$ cat config.mk
export PLATFORM = sky130hd
export DESIGN_NAME = mdio_mgmt_master
export DESIGN_NICKNAME = d
export VERILOG_FILES = /design/src/rtl/mdio_pkg.sv /design/src/rtl/mdio_clkdiv.sv /design/src/rtl/mdio_shifter.sv /design/src/rtl/mdio_regs.sv /design/src/rtl/mdio_mgmt_master.sv
export SDC_FILE = /design/constraint.sdc
export NUM_CORES = 1
export LEC_CHECK = 0
export CAP_MARGIN = 20
export CORE_UTILIZATION = 58
export CTS_CLUSTER_DIAMETER = 100
export DETAILED_ROUTE_END_ITERATION = 8
export DONT_BUFFER_PORTS = 1
export PLACE_DENSITY = 0.78
export SLEW_MARGIN = 25
export SYNTH_ARGS = -nofsm -noshare
export SYNTH_HDL_FRONTEND = slang
export SYNTH_HIERARCHICAL = 1
export SYNTH_SLANG_ARGS = --single-unit
export TNS_END_PERCENT = 1
$ cat constraint.sdc
create_clock -name clk -period 3.04 [get_ports clk]
set_input_delay 0.152 -clock clk [delete_from_list [all_inputs] [get_ports clk]]
set_output_delay 0.152 -clock clk [all_outputs]
set_load 0.005 [all_outputs]
$ cat src/rtl/mdio_pkg.sv
package mdio_pkg;
   typedef enum logic [1:0] {
      SEL_FRAME = 2'd0,
      SEL_SPEED = 2'd1,
      SEL_EVENT = 2'd2,
      SEL_NONE  = 2'd3
   } reg_sel_e;

   localparam int EVT_DONE_BIT = 23;
   localparam int EVT_BUSY_BIT = 0;
   localparam logic [1:0] OPC_READ = 2'b10;
endpackage

$ cat src/rtl/mdio_clkdiv.sv
module mdio_clkdiv #(
   parameter int SPD_W = 6
) (
   input  logic             clk,
   input  logic             rst_n,
   input  logic             run,
   input  logic [SPD_W-1:0] half,
   output logic             mdc,
   output logic             rise,
   output logic             fall
);
   logic [SPD_W-1:0] cnt_q;
   logic             mdc_q;
   logic             term;

   assign term = (cnt_q == half - 1'b1);

   always_ff @(posedge clk or negedge rst_n) begin
      if (!rst_n) begin
         cnt_q <= '0;
         mdc_q <= 1'b0;
      end else if (!run) begin
         cnt_q <= '0;
         mdc_q <= 1'b0;
      end else if (term) begin
         cnt_q <= '0;
         mdc_q <= ~mdc_q;
      end else begin
         cnt_q <= cnt_q + 1'b1;
      end
   end

   assign mdc  = mdc_q;
   assign rise = run & term & ~mdc_q;
   assign fall = run & term & mdc_q;
endmodule

$ cat src/rtl/mdio_shifter.sv
module mdio_shifter #(
   parameter int PRE_LEN    = 32,
   parameter int FRAME_W    = 32,
   parameter int DATA_W     = 16,
   parameter bit IDLE_DRIVE = 1'b0
) (
   input  logic               clk,
   input  logic               rst_n,
   input  logic               start,
   input  logic [FRAME_W-1:0] frame,
   input  logic               rise,
   input  logic               fall,
   input  logic               mdio_i,
   output logic               busy,
   output logic               done,
   output logic               rd_op,
   output logic [DATA_W-1:0]  rx_data,
   output logic               mdio_o,
   output logic               mdio_oe
);
   import mdio_pkg::*;

   localparam int TOTAL    = PRE_LEN + FRAME_W;
   localparam int SLOT_W   = $clog2(TOTAL);
   localparam int FIDX_W   = $clog2(FRAME_W);
   localparam int LAST     = TOTAL - 1;
   localparam int REL_SLOT = TOTAL - DATA_W - 2;
   localparam int CAP_SLOT = TOTAL - DATA_W;

   generate
      if (FRAME_W < DATA_W + 16) begin : g_bad_frame
         $error("frame word too narrow for header plus data");
      end
      if (PRE_LEN < 1) begin : g_bad_pre
         $error("preamble length must be positive");
      end
   endgenerate

   logic              busy_q, done_q;
   logic [SLOT_W-1:0] slot_q;
   logic [DATA_W-1:0] rx_q;
   logic [SLOT_W-1:0] bit_pos;
   logic              drive_bit, released;

   assign rd_op = (frame[FRAME_W-3:FRAME_W-4] == OPC_READ);

   always_ff @(posedge clk or negedge rst_n) begin
      if (!rst_n) begin
         busy_q <= 1'b0;
         done_q <= 1'b0;
         slot_q <= '0;
         rx_q   <= '0;
      end else begin
         done_q <= 1'b0;
         if (!busy_q) begin
            if (start) begin
               busy_q <= 1'b1;
               slot_q <= '0;
            end
         end else begin
            if (rise && rd_op && slot_q >= SLOT_W'(CAP_SLOT))
               rx_q <= {rx_q[DATA_W-2:0], mdio_i};
            if (fall) begin
               if (slot_q == SLOT_W'(LAST)) begin
                  busy_q <= 1'b0;
                  done_q <= 1'b1;
                  slot_q <= '0;
               end else begin
                  slot_q <= slot_q + 1'b1;
               end
            end
         end
      end
   end

   assign bit_pos   = SLOT_W'(LAST) - slot_q;
   assign drive_bit = (slot_q < SLOT_W'(PRE_LEN)) ? 1'b1 : frame[bit_pos[FIDX_W-1:0]];
   assign released  = rd_op && (slot_q >= SLOT_W'(REL_SLOT));

   generate
      if (IDLE_DRIVE) begin : g_idle_drive
         assign mdio_oe = ~busy_q | ~released;
      end else begin : g_idle_release
         assign mdio_oe = busy_q & ~released;
      end
   endgenerate

   assign mdio_o  = busy_q ? drive_bit : 1'b1;
   assign busy    = busy_q;
   assign done    = done_q;
   assign rx_data = rx_q;
endmodule

$ cat src/rtl/mdio_regs.sv
module mdio_regs #(
   parameter int FRAME_W = 32,
   parameter int DATA_W  = 16,
   parameter int SPD_W   = 6
) (
   input  logic               clk,
   input  logic               rst_n,
   input  logic               bus_we,
   input  logic [1:0]         bus_addr,
   input  logic [FRAME_W-1:0] bus_wdata,
   output logic [FRAME_W-1:0] bus_rdata,
   input  logic               busy,
   input  logic               done,
   input  logic               rd_op,
   input  logic [DATA_W-1:0]  rx_data,
   output logic [FRAME_W-1:0] frame,
   output logic [SPD_W-1:0]   half,
   output logic               start
);
   import mdio_pkg::*;

   generate
      if (FRAME_W <= EVT_DONE_BIT || FRAME_W < SPD_W + 1) begin : g_bad_bus
         $error("register width too small for field layout");
      end
   endgenerate

   logic [FRAME_W-1:0] frame_q;
   logic [SPD_W-1:0]   spd_q;
   logic               evt_q;
   logic               wr_frame, wr_speed, wr_event;
   reg_sel_e           sel;

   assign sel      = reg_sel_e'(bus_addr);
   assign wr_frame = bus_we && sel == SEL_FRAME && !busy;
   assign wr_speed = bus_we && sel == SEL_SPEED;
   assign wr_event = bus_we && sel == SEL_EVENT;
   assign start    = wr_frame && (spd_q != '0);

   always_ff @(posedge clk or negedge rst_n) begin
      if (!rst_n) begin
         frame_q <= '0;
         spd_q   <= '0;
         evt_q   <= 1'b0;
      end else begin
         if (wr_frame)
            frame_q <= bus_wdata;
         else if (done && rd_op)
            frame_q[DATA_W-1:0] <= rx_data;
         if (wr_speed)
            spd_q <= bus_wdata[SPD_W:1];
         if (done)
            evt_q <= 1'b1;
         else if (wr_event && bus_wdata[EVT_DONE_BIT])
            evt_q <= 1'b0;
      end
   end

   always_comb begin
      bus_rdata = '0;
      case (sel)
         SEL_FRAME: bus_rdata = frame_q;
         SEL_SPEED: bus_rdata[SPD_W:1] = spd_q;
         SEL_EVENT: begin
            bus_rdata[EVT_DONE_BIT] = evt_q;
            bus_rdata[EVT_BUSY_BIT] = busy;
         end
         default:   bus_rdata = '0;
      endcase
   end

   assign frame = frame_q;
   assign half  = spd_q;
endmodule

$ cat src/rtl/mdio_mgmt_master.sv
module mdio_mgmt_master #(
   parameter int PRE_LEN    = 32,
   parameter int FRAME_W    = 32,
   parameter int DATA_W     = 16,
   parameter int SPD_W      = 6,
   parameter bit IDLE_DRIVE = 1'b0
) (
   input  logic               clk,
   input  logic               rst_n,
   input  logic               bus_we,
   input  logic [1:0]         bus_addr,
   input  logic [FRAME_W-1:0] bus_wdata,
   output logic [FRAME_W-1:0] bus_rdata,
   output logic               mdc,
   output logic               mdio_o,
   output logic               mdio_oe,
   input  logic               mdio_i
);
   logic               w_busy, w_done, w_rd_op, w_start, w_rise, w_fall;
   logic [DATA_W-1:0]  w_rx;
   logic [FRAME_W-1:0] w_frame;
   logic [SPD_W-1:0]   w_half;

   mdio_regs #(.FRAME_W(FRAME_W), .DATA_W(DATA_W), .SPD_W(SPD_W)) u_regs (
      .clk(clk), .rst_n(rst_n), .bus_we(bus_we), .bus_addr(bus_addr),
      .bus_wdata(bus_wdata), .bus_rdata(bus_rdata), .busy(w_busy),
      .done(w_done), .rd_op(w_rd_op), .rx_data(w_rx), .frame(w_frame),
      .half(w_half), .start(w_start)
   );

   mdio_clkdiv #(.SPD_W(SPD_W)) u_div (
      .clk(clk), .rst_n(rst_n), .run(w_busy), .half(w_half),
      .mdc(mdc), .rise(w_rise), .fall(w_fall)
   );

   mdio_shifter #(.PRE_LEN(PRE_LEN), .FRAME_W(FRAME_W), .DATA_W(DATA_W),
                  .IDLE_DRIVE(IDLE_DRIVE)) u_shift (
      .clk(clk), .rst_n(rst_n), .start(w_start), .frame(w_frame),
      .rise(w_rise), .fall(w_fall), .mdio_i(mdio_i), .busy(w_busy),
      .done(w_done), .rd_op(w_rd_op), .rx_data(w_rx), .mdio_o(mdio_o),
      .mdio_oe(mdio_oe)
   );
endmodule

==> results.md <==
- Status: completed
- EDFF count, synth: 0
- Rel. slew slack: 0.496
- R2R depth: 10
- Number of nets with antenna violations after routing: 0
- Sw power: 1.03 mW
- CTS sink count: 70
- Total global-route track usage: 0.263
- Worst r2r src: u_regs/half[0]
- Cts repair resizes: 0
- Library cells used by synthesis: 53
- Worst r2r dst: u_shift/rx_data[7]
- Setup TNS: 0 ps
- Pint: 2.10 mW
- CP Capture Type: flop
- Fin crit period: 2620 ps
- Mapped Cells: 326
- Routed vias: 2,612
- Combinational power share: 0.279
- Clock power share: 0.229
- Crit path capture: u_shift/rx_data[7]
- Final count of negative-setup-slack endpoints: 0
- LEAKAGE: 2.01 nW
- Period utilisation layout: 0.862
- CTS Buffer Depth: 2
- Synth Flop Type: dfrtp_1
- Die area: 0.00684 mm^2
- Data required, critical path: 3260 ps
- Die height: 82.7 um
- Initial Util: 0.598
- # rows: 29
- Residual DRC: 0
- Actual slew at the worst max-slew pin: 755 ps
- Most instantiated library cell after synthesis: dfrtp_1
- Gr ovfl total: 0
- Post-Syn Area: 0.00378 mm^2
- Part of the Yosys area used for sequential elements: 0.464
- Mapped Avg Cell Area: 11.6 um^2
- Clk_lat worst skew: 340 ps
- CTS buffer count: 9
- Core Footprint: 0.00631 mm^2
- Via density: 5.91
- Clock-pin slew on the worst setup and hold paths: 70 ps
- Post-synth top area share: 0.464
- Buffers on Ports: 0
- Max Cap Viol: 0
- Clock skew: 9.21 ps
- Startpoint Class: flop
- Flops & latches, synth: 70
- Initial antenna violation count: 0
- Placer Congestion: 0.790
- Hold WC Path Type: in2reg
- IO Pins: 73
- # diodes: 0
- Drt initial violations: 184
- Sw frac: 0.330
- Fraction of layout cells with a size suffix above 1: 0.192
- Largest net degree at the start of global routing: 71
- Vias in the first global route: 2,645
- Root Driver: clkbuf_8
- CTS tree: yes
- Final wirelength: 8160 um
- Maximum VDD drop: 0.000451 V
- WHS: 23.0 ps
- Ys async rst share: 1.00
- DP HPWL: 5350 um
- Crit path max fanout: 16
- H-tree Lvls: 3
- Nets: 401
- Post-synth top cells: 70 x dfrtp_1, 41 x mux2_2, 28 x mux2i_1, 26 x and2_1, 24 x nand2_1
- Pwr Density: 718 mW/mm^2
- Synth top area cells: dfrtp_1 46%, mux2_2 12%, mux2i_1 7.4%
- P&R area growth vs syn: 15.3%
- Flop pwr share: 0.492
- RSZ-0062 raised after global routing: no
- Largest area contributor in the netlist: dfrtp_1
- Synthesized net count: 367
- Die width: 82.7 um
- Worst R2R Setup Slack: 420 ps
- Maximum clock frequency: 382 MHz
- First-pass GRT wire length: 13,000 um
- YS warnings: 6
- Final hold vios: 0
- Max-slew violation count: 0
- Worst setup startpoint: u_regs/half[0]
- Worst path arrival time: 2850 ps
- Wire length per cell: 18.5 um
- Kind of critical path: reg2reg
- Drt first pass iters: 4
-- worst min path at each step --
| stage | to | slack, ps | from | depth (start not counted) |
|---|---|---|---|---|
| floorplan | u_div/cnt_q[0] | -140 | rst_n | 0 |
| global placement | u_div/cnt_q[3] | -140 | rst_n | 0 |
| detailed placement | u_div/cnt_q[4] | -140 | rst_n | 0 |
| CTS | u_regs/evt_q | 8 | bus_wdata[23] | 2 |
| global route | u_regs/evt_q | 20 | bus_wdata[23] | 2 |
| finish | u_regs/evt_q | 20 | bus_wdata[23] | 2 |
-- metal layers --
metal	up-vias	GRT usage	wire, um
met2	66	0.409	4010
met3	10	0.0824	491
met5	-	0	0
met1	1306	0.353	3540
li1	1230	-	-
met4	0	0.0776	125
-- placed cells by master (no fill, tap or decap), types with 7 or more instances in the layout --
cell	Yosys	routed
nor2_1	21	20
nand2_1	24	24
dfrtp_1	70	70
mux2_2	41	41
dlygate4sd3_1	0	35
mux2i_1	28	28
o21ai_0	19	19
clkbuf_8	0	9
mux4_1	7	7
and2_1	26	26
-- flip-flops by register name (all words and copies together) (netlist names) --
register,cells
u_regs/frame,32
u_shift/rx_data,16
u_div/cnt_q,6
u_regs/half,6
u_shift/slot_q,6
u_div/mdc,1
u_regs/evt_q,1
u_shift/busy,1
u_shift/done,1
-- worst max-delay path, stage by stage, from the launching register on --
cell	delay [ps]
dfrtp_1	480
inv_1	70
ha_1	320
xnor2_1	140
nor2_1	160
o211ai_1	180
nor4b_2	330
nand2_1	100
nor2_2	100
buf_4	240
mux2_2	360
-- cell families (layout without fill, tap and decap cells) --
logic type | after synthesis | after routing | share of synthesized area
xor+xnor | 11 | 11 | 0.0255
buf+inv | 21 | 60 | 0.0311
flops | 70 | 70 | 0.464
mux | 76 | 76 | 0.245
fa+ha+maj | 3 | 3 | 0.00993
simple gates | 102 | 102 | 0.152
compound gates | 43 | 43 | 0.0732
-- final cells by class --
cell class / count / area [um^2]
Inverter: 6 / 22.5
Sequential cell: 70 / 1750
Multi-Input combinational cell: 235 / 1910
Clock inverter: 4 / 47.5
Clock buffer: 12 / 135
Timing Repair Buffer: 38 / 393
Fill cell: 448 / 1960
Tap cell: 77 / 96.3
-- per-stage QoR --
step	power (mW)	cell area, um^2	std cells	util	setup WS (ps)
3_3_place_gp	2.31	3790	390	0.601	580
6_report	3.13	4360	442	0.690	419
2_1_floorplan	2.15	3780	326	-	512
3_5_place_dp	2.36	3800	390	0.601	490
4_1_cts	3.13	4360	442	0.690	476
5_1_grt	3.34	4360	442	0.690	268
-- power by group through the flow --
stage | Sequential, mW | Combinational [mW] | Clock [mW]
after floorplan | 1.40 | 0.754 | 0
after global placement | 1.53 | 0.781 | 0
after detailed placement | 1.55 | 0.811 | 0
after CTS | 1.53 | 0.874 | 0.734
after global routing | 1.59 | 0.974 | 0.777
final | 1.54 | 0.874 | 0.715
-- repair_timing --
item                                    4_1_cts  5_1_grt
endpoints found under the setup margin        0        0
endpoints found under the hold margin       110        0
hold buffers                                 36        0
setup buffers                                 0        0
Power figures use the tool's default switching activity.
